<file path="src/rtl/ccr_pkg.sv">
package ccr_pkg;

   typedef enum logic [2:0] {
      TGT_NONE = 3'd0,
      TGT_STOP = 3'd1,
      TGT_SET  = 3'd2,
      TGT_CLR  = 3'd3,
      TGT_CORE = 3'd4,
      TGT_KEY  = 3'd5,
      TGT_STAT = 3'd6
   } tgt_e;

   localparam int unsigned MAX_BANKS  = 12;
   localparam logic [15:0] KEY_OFF    = 16'h0900;
   localparam logic [15:0] STAT_OFF   = 16'h0904;
   localparam logic [15:0] CORE_OFF   = 16'h0244;
   localparam int unsigned CORE_STOP_BIT = 8;

   function automatic logic [15:0] stop_off(input int i);
      if (i < 8) return 16'h0110 + 16'(4 * i);
      else       return 16'h0980 + 16'(4 * (i - 8));
   endfunction

   function automatic logic [15:0] set_off(input int i);
      case (i)
         0, 1, 2, 3: return 16'h00A0 + 16'(8 * i);
         4:          return 16'h00BC;
         5:          return 16'h00C4;
         6:          return 16'h01C8;
         7:          return 16'h01CC;
         default:    return 16'h0920 + 16'(4 * (i - 8));
      endcase
   endfunction

   function automatic logic [15:0] clr_off(input int i);
      return 16'h0940 + 16'(4 * i);
   endfunction

endpackage

</file>
<file path="src/rtl/ccr_addr_decode.sv">
module ccr_addr_decode
   import ccr_pkg::*;
#(
   parameter int unsigned NUM_BANKS = 12,
   parameter int unsigned ADDR_W    = 12,
   localparam int unsigned IDX_W    = (NUM_BANKS > 1) ? $clog2(NUM_BANKS) : 1
) (
   input  logic [ADDR_W-1:0] addr,
   output tgt_e              kind,
   output logic [IDX_W-1:0]  idx
);

   logic [NUM_BANKS-1:0] hit_stop, hit_set, hit_clr;

   for (genvar g = 0; g < NUM_BANKS; g++) begin : g_bank
      assign hit_stop[g] = (addr == ADDR_W'(stop_off(g)));
      assign hit_set[g]  = (addr == ADDR_W'(set_off(g)));
      assign hit_clr[g]  = (addr == ADDR_W'(clr_off(g)));
   end

   always_comb begin
      kind = TGT_NONE;
      idx  = '0;
      for (int i = 0; i < NUM_BANKS; i++) begin
         if (hit_stop[i]) begin kind = TGT_STOP; idx = IDX_W'(i); end
         if (hit_set[i])  begin kind = TGT_SET;  idx = IDX_W'(i); end
         if (hit_clr[i])  begin kind = TGT_CLR;  idx = IDX_W'(i); end
      end
      if (addr == ADDR_W'(KEY_OFF))  kind = TGT_KEY;
      if (addr == ADDR_W'(STAT_OFF)) kind = TGT_STAT;
      if (addr == ADDR_W'(CORE_OFF)) kind = TGT_CORE;
   end

endmodule

</file>
<file path="src/rtl/ccr_protect_gate.sv">
module ccr_protect_gate
   import ccr_pkg::*;
#(
   parameter int unsigned DATA_W        = 32,
   parameter int unsigned IDX_W         = 4,
   parameter int unsigned SETTLE_CYCLES = 6,
   localparam int unsigned CNT_W        = $clog2(SETTLE_CYCLES + 1)
) (
   input  logic              clk,
   input  logic              rst_n,
   input  logic              wr_en,
   input  logic [DATA_W-1:0] wdata,
   input  tgt_e              kind,
   input  logic [IDX_W-1:0]  idx,
   output logic              busy,
   output logic              commit,
   output tgt_e              commit_kind,
   output logic [IDX_W-1:0]  commit_idx,
   output logic [DATA_W-1:0] commit_data
);

   logic [DATA_W-1:0] key_q;
   logic              armed_q;
   logic [CNT_W-1:0]  cnt_q;
   logic              busy_q;
   logic              guarded, accept;

   assign guarded = (kind == TGT_SET) || (kind == TGT_CLR) || (kind == TGT_CORE);
   assign accept  = wr_en && guarded && armed_q && !busy_q && (wdata == ~key_q);
   assign busy    = busy_q;
   assign commit  = busy_q && (cnt_q == '0);

   always_ff @(posedge clk or negedge rst_n) begin
      if (!rst_n) begin
         key_q   <= '0;
         armed_q <= 1'b0;
      end else if (wr_en) begin
         if (kind == TGT_KEY) begin
            key_q   <= wdata;
            armed_q <= 1'b1;
         end else begin
            armed_q <= 1'b0;
         end
      end
   end

   always_ff @(posedge clk or negedge rst_n) begin
      if (!rst_n) begin
         busy_q      <= 1'b0;
         cnt_q       <= '0;
         commit_kind <= TGT_NONE;
         commit_idx  <= '0;
         commit_data <= '0;
      end else if (accept) begin
         busy_q      <= 1'b1;
         cnt_q       <= CNT_W'(SETTLE_CYCLES - 1);
         commit_kind <= kind;
         commit_idx  <= idx;
         commit_data <= wdata;
      end else if (commit) begin
         busy_q <= 1'b0;
      end else if (busy_q) begin
         cnt_q <= cnt_q - 1'b1;
      end
   end

endmodule

</file>
<file path="src/rtl/ccr_core_div.sv">
module ccr_core_div #(
   parameter int unsigned DIV_W = 8
) (
   input  logic             clk,
   input  logic             rst_n,
   input  logic             stop,
   input  logic [DIV_W-1:0] div,
   output logic             en
);

   logic [DIV_W-1:0] cnt_q;
   logic             wrap;

   assign wrap = (cnt_q >= div);
   assign en   = !stop && wrap;

   always_ff @(posedge clk or negedge rst_n) begin
      if (!rst_n)     cnt_q <= '0;
      else if (stop)  cnt_q <= '0;
      else if (wrap)  cnt_q <= '0;
      else            cnt_q <= cnt_q + 1'b1;
   end

endmodule

</file>
<file path="src/rtl/ccr_top.sv">
module ccr_top
   import ccr_pkg::*;
#(
   parameter int unsigned NUM_BANKS     = 12,
   parameter int unsigned DATA_W        = 32,
   parameter int unsigned ADDR_W        = 12,
   parameter int unsigned DIV_W         = 8,
   parameter int unsigned SETTLE_CYCLES = 6,
   localparam int unsigned IDX_W        = (NUM_BANKS > 1) ? $clog2(NUM_BANKS) : 1,
   localparam int unsigned MOD_W        = NUM_BANKS * DATA_W
) (
   input  logic              clk,
   input  logic              rst_n,
   input  logic [ADDR_W-1:0] bus_addr,
   input  logic [DATA_W-1:0] bus_wdata,
   input  logic              bus_wr,
   input  logic              bus_rd,
   output logic [DATA_W-1:0] bus_rdata,
   output logic [MOD_W-1:0]  mod_clk_en,
   output logic [MOD_W-1:0]  mod_rst,
   output logic              core_clk_en
);

   if (NUM_BANKS < 1 || NUM_BANKS > MAX_BANKS) begin : g_bad_banks
      $error("ccr_top: NUM_BANKS must be 1..12");
   end
   if (DIV_W < 1 || DIV_W > CORE_STOP_BIT) begin : g_bad_div
      $error("ccr_top: DIV_W must be 1..8");
   end
   if (DATA_W <= CORE_STOP_BIT) begin : g_bad_data
      $error("ccr_top: DATA_W must exceed the stop bit position");
   end
   if (ADDR_W < 12) begin : g_bad_addr
      $error("ccr_top: ADDR_W must reach offset 0x98C");
   end
   if (SETTLE_CYCLES < 1) begin : g_bad_settle
      $error("ccr_top: SETTLE_CYCLES must be at least 1");
   end

   tgt_e              kind;
   logic [IDX_W-1:0]  idx;
   logic              busy;
   logic              commit;
   tgt_e              commit_kind;
   logic [IDX_W-1:0]  commit_idx;
   logic [DATA_W-1:0] commit_data;

   logic [DATA_W-1:0] stop_q [NUM_BANKS];
   logic [DATA_W-1:0] rst_q  [NUM_BANKS];
   logic              core_stop_q;
   logic [DIV_W-1:0]  core_div_q;

   ccr_addr_decode #(
      .NUM_BANKS(NUM_BANKS),
      .ADDR_W   (ADDR_W)
   ) u_dec (
      .addr(bus_addr),
      .kind(kind),
      .idx (idx)
   );

   ccr_protect_gate #(
      .DATA_W       (DATA_W),
      .IDX_W        (IDX_W),
      .SETTLE_CYCLES(SETTLE_CYCLES)
   ) u_gate (
      .clk        (clk),
      .rst_n      (rst_n),
      .wr_en      (bus_wr),
      .wdata      (bus_wdata),
      .kind       (kind),
      .idx        (idx),
      .busy       (busy),
      .commit     (commit),
      .commit_kind(commit_kind),
      .commit_idx (commit_idx),
      .commit_data(commit_data)
   );

   ccr_core_div #(
      .DIV_W(DIV_W)
   ) u_div (
      .clk  (clk),
      .rst_n(rst_n),
      .stop (core_stop_q),
      .div  (core_div_q),
      .en   (core_clk_en)
   );

   for (genvar b = 0; b < NUM_BANKS; b++) begin : g_bank
      always_ff @(posedge clk or negedge rst_n) begin
         if (!rst_n) begin
            stop_q[b] <= '1;
         end else if (bus_wr && kind == TGT_STOP && idx == IDX_W'(b)) begin
            stop_q[b] <= bus_wdata;
         end
      end

      always_ff @(posedge clk or negedge rst_n) begin
         if (!rst_n) begin
            rst_q[b] <= '1;
         end else if (commit && commit_idx == IDX_W'(b)) begin
            if (commit_kind == TGT_SET)      rst_q[b] <= rst_q[b] | commit_data;
            else if (commit_kind == TGT_CLR) rst_q[b] <= rst_q[b] & ~commit_data;
         end
      end

      assign mod_clk_en[b*DATA_W +: DATA_W] = ~stop_q[b];
      assign mod_rst[b*DATA_W +: DATA_W]    = rst_q[b];
   end

   always_ff @(posedge clk or negedge rst_n) begin
      if (!rst_n) begin
         core_stop_q <= 1'b1;
         core_div_q  <= '0;
      end else if (commit && commit_kind == TGT_CORE) begin
         core_stop_q <= commit_data[CORE_STOP_BIT];
         core_div_q  <= commit_data[DIV_W-1:0];
      end
   end

   always_comb begin
      bus_rdata = '0;
      if (bus_rd) begin
         case (kind)
            TGT_STOP: bus_rdata = stop_q[idx];
            TGT_SET:  bus_rdata = rst_q[idx];
            TGT_CORE: begin
               bus_rdata[CORE_STOP_BIT] = core_stop_q;
               bus_rdata[DIV_W-1:0]     = core_div_q;
            end
            TGT_STAT: bus_rdata[0] = busy;
            default:  bus_rdata = '0;
         endcase
      end
   end

endmodule

</file>
<file path="config.mk">
export PLATFORM = sky130hd
export DESIGN_NAME = ccr_top
export DESIGN_NICKNAME = d
export VERILOG_FILES = /design/src/rtl/ccr_pkg.sv /design/src/rtl/ccr_addr_decode.sv /design/src/rtl/ccr_protect_gate.sv /design/src/rtl/ccr_core_div.sv /design/src/rtl/ccr_top.sv
export SDC_FILE = /design/constraint.sdc
export NUM_CORES = 2
export LEC_CHECK = 0
export BUFFER_PORTS_ARGS = -buffer_cell sky130_fd_sc_hd__clkbuf_2
export CAP_MARGIN = 20
export CORE_AREA = 2 2 333 335
export CTS_BUF_LIST = sky130_fd_sc_hd__clkbuf_8 sky130_fd_sc_hd__clkbuf_16
export DETAILED_ROUTE_END_ITERATION = 10
export DIE_AREA = 0 0 335 337
export GPL_TIMING_DRIVEN = 0
export HOLD_SLACK_MARGIN = 0.02
export PLACE_DENSITY = 0.67
export SLEW_MARGIN = 10
export SYNTH_ARGS = -nofsm -noshare
export SYNTH_HDL_FRONTEND = slang
export SYNTH_SLANG_ARGS = --single-unit
</file>
<file path="constraint.sdc">
create_clock -name clk -period 3.56 [get_ports clk]
set_input_delay 0.534 -clock clk [delete_from_list [all_inputs] [get_ports clk]]
set_output_delay 0.534 -clock clk [all_outputs]
set_load 0.03 [all_outputs]
</file>
==> results.md <==
Clock tree:
- The clock drives 861 sinks.
- TritonCTS built the clock tree.
- The CTS H-tree depth is 3.
- Counting the buffers created by CTS gives 99.
- The later pin in the worst-skew pair is clocked with a latency of 730 ps.
- The root buffer cell chosen for the clock tree is sky130_fd_sc_hd__clkbuf_16.
- No sink is reached through more buffers than the 3 on the longest clock path.
- After clock tree synthesis, the clock-pin slew on the worst setup and hold paths is 60 ps.

Synthesis:
- The most used flip-flop cell after synthesis is sky130_fd_sc_hd__dfstp_2.
- The number of enable flip-flop cells after synthesis is 0.
- After synthesis, the cell types taking the most area are sky130_fd_sc_hd__dfstp_2 (46%), sky130_fd_sc_hd__nand2_1 (11%), sky130_fd_sc_hd__mux2_2 (9.3%).
- The cell area that synthesis handed to floorplanning was 43800 um2.
- The sequential-to-total area share from yosys stat is 0.514.
- Synthesis inferred 861 register bits.
- The number of synthesis warnings is 0.
- Counting distinct cell types in the post-synthesis netlist gives 71.
- Among all cell types in the netlist, the one instantiated most often is sky130_fd_sc_hd__nand2_1.
- The share of flip-flops with an asynchronous set or reset is 1.00.
- By count the netlist is led by sky130_fd_sc_hd__nand2_1 (1303), sky130_fd_sc_hd__dfstp_2 (769), sky130_fd_sc_hd__o21ai_0 (420).
- The mean post-synth cell area is 9.33 um2.
- The cell count after synthesis came out at about 4700.
- The number of nets in the synthesized netlist is 4753.
- The fraction of post-synthesis cell area in the top cell type by area is 0.461.
- The most area-hungry cell type in the Yosys netlist is sky130_fd_sc_hd__dfstp_2.

Global routing:
- The initial antenna violation count is 16.
- The first global-routing pass estimated 344000 um of wire.
- Summed over all layers, the global routing overflow is 0.
- Entering global routing, the biggest net connects 103 pins.
- The overall fraction of global-route tracks in use is 0.446.
- The number of global-route vias before repair is 41200.

Drt:
- After detailed routing, the average wire length per cell comes to ~36 um.
- The first-pass detailed-route iteration total is 6.
- After detailed routing, the number of vias per cell comes to 6.06.
- The aggregate routed wire length is 262000 um.
- The number of DRC violations after detailed-routing iteration 0 is 6177.
- The final route contains around 45000 vias.
- The residual antenna-violating net count after detailed routing is 0.
- In the routed design, unresolved DRC markers number 0.

Floorplan:
- ~850 I/O pins were placed.
- The total number of placement rows is ~120.
- The placeable core region is 110000 um2.
- The die covers 113000 um2.
- The x dimension of the die is 335 um.
- For this configuration, the core starts out at a cell density of 0.400.
- The vertical die dimension is 337 um.

Timing:
- The number of failing hold endpoints at the final stage is 0.
- Setup violations remaining at the end of the flow were counted as a little under 50.
- Setup repair after global routing could not meet its margin everywhere.
- Measured against its own limit, the worst slew margin works out to 0.146.
- Static timing analysis puts the maximum clock frequency at 0.221 GHz.
- The tightest hold path in the finished design has a slack of 170 ps.
- The final count of pins violating max slew was 0.
- On the final layout, the worst clock skew is ~48 ps.
- Counting I/O delays and the setup requirement, the final critical path takes 4520 ps.
- The slew at the pin closest to its max-slew limit is 1270 ps.
- The final worst setup slack is -956 ps.
- The final cycle utilization of the critical path is 1.27.
- The final-layout setup total negative slack is -26000 ps.

Placement:
- During placement, the flow inserted port buffers numbering 846.
- At the end of routability-driven placement, the weighted congestion stood at 0.987.
- The worst slack at placement is -3020 ps.
- The wire-length estimate of the detail-placed layout is 190000 um.

Hold path:
- The min-delay analysis places its worst path in the category in -> reg.
- Along the worst hold path, the cell count comes to 2.
- For hold timing, the worst endpoint is stop_q[334]$_DFFE_PN1P_.
- The hold path startpoint is bus_wdata[14].

Job:
- The count of maximum capacitance violations is 0.

Critical path:
- The depth of the most critical reg-to-reg path is 11.
- On the worst path, the slowest cell contributes a delay of about 430 ps.
- The worst setup path category is in -> out.
- Data arrives at the worst endpoint at between 3000 and 4000 ps.
- Among all stages on the critical path, the largest delay is contributed by sky130_fd_sc_hd__a21oi_1.
- The launch point of the worst reg-to-reg path is u_gate.cnt_q[0]$_DFFE_PN0P_.
- STA classifies the critical path endpoint as an output pin.
- The kind of start point of the critical path is an input pin.
- The critical-path maximum fanout is 10.
- The signal on the critical path passes through clkbuf_8, nor4bb_4, buf_6, buf_4, nand3_1, a21oi_4, buf_4, nor3_4, nand2_4, buf_8, clkbuf_2, buf_6, nand3_1, a21oi_1, or4_4, o41ai_4, clkbuf_8.
- STA puts the critical path data required time at 3030 ps.
- In this run the register-to-register setup slack is -10 ps.

Outcome:
- The checks that failed: negative setup slack.
- The flow ran to the end, but the final reports show violations.

Finish:
- From synthesis to final layout, the design area changed by 35.8%.
- Of the cells placed in the final design, the portion with a size suffix greater than 1 is 0.480.
- The final layout contains 5908 nets.

Pwr:
- The leakage power is around 24 nW.
- Dividing total power by cell area gives a power density of ~370 nW/um2.
- The completed layout was analyzed and its total power is 0.0218 W.
- The worst-case vdd ir drop is 0.369 mV.
[how the worst max path moves through the flow]
stage	end	from	depth (start not counted)	slack, ps
2_1_floorplan	bus_rdata[6]	bus_addr[2]	12	-240
3_3_place_gp	u_gate.key_q[18]$_DFFE_PN0P_	rst_n	1	-18790
3_5_place_dp	bus_rdata[12]	bus_addr[6]	16	-3020
4_1_cts	bus_rdata[28]	bus_addr[5]	16	-880
5_1_grt	bus_rdata[28]	bus_addr[5]	17	-960
6_report	bus_rdata[17]	bus_addr[9]	17	-960
[cells in the final DEF (no fill, tap or decap), drive strengths merged, types with 87 or more instances in the layout]
cell type / Yosys / routed
clkbuf: 223 / 1157
a21oi: 155 / 155
buf: 120 / 362
mux2: 461 / 461
dfrtp: 92 / 92
inv: 401 / 427
nand3: 173 / 173
o211ai: 87 / 87
nand2: 1303 / 1303
o21ai: 420 / 420
dfstp: 769 / 769
[timing repair]
| item | 4_1_cts | 5_1_grt |
|---|---|---|
| pin swaps | 71 | 84 |
| gates cloned | 3 | 5 |
| gates resized for setup | 540 | 260 |
| endpoints found under the setup margin | 371 | 210 |
| setup buffers | 100 | 81 |
| hold endpoints to repair | 3 | 0 |
| hold buffers | 1 | 0 |
[final cells by class]
type / count / area, um2
Timing Repair Buffer: 1059 / 7080
Tap cell: 1426 / 1780
Buffer: 337 / 3250
Sequential cell: 861 / 22500
Inverter: 401 / 1510
Fill cell: 9800 / 50100
Clock buffer: 124 / 2830
Antenna cell: 8 / 20.0
Multi-Input combinational cell: 3090 / 20000
Clock inverter: 60 / 512
[critical path: cells and delay by family]
family | cells | cell delay [ps]
buffers and inverters | 8 | 1540
and+or+nand+nor | 6 | 1030
AOI/OAI and AO/OA | 3 | 830
[metal layers]
metal,up-vias,part of all wire,track usage
met5,-,0.00034,0
met4,14,0.090,0.335
met3,1067,0.14,0.178
met2,3640,0.42,0.649
met1,22000,0.35,0.531
li1,18000,-,-
[stage by stage]
step	utilization	std cells	area, um2
finish	0.543	7366	59500
detailed placement	0.467	6994	51200
CTS	0.528	7279	57800
global placement	0.462	6966	50600
floorplan	-	4694	44600
global route	0.543	7359	59500
[cell families after synthesis]
logic type | after synthesis | synth area share
compound gates | 794 | 0.104
xor+xnor | 39 | 0.00780
fa+ha+maj | 11 | 0.00314
buf+inv | 744 | 0.0678
flops | 861 | 0.514
mux | 537 | 0.140
simple gates | 1708 | 0.163
[power breakdown]
group	total (W)	switching [W]	internal, W	leakage (nW)
clock	0.0107	0.00458	0.00613	1.74
combinational	0.00115	0.000820	0.000330	13.1
sequential	0.00991	0.0000261	0.00989	9.21
Note: power is estimated with default switching activity, not from simulation.
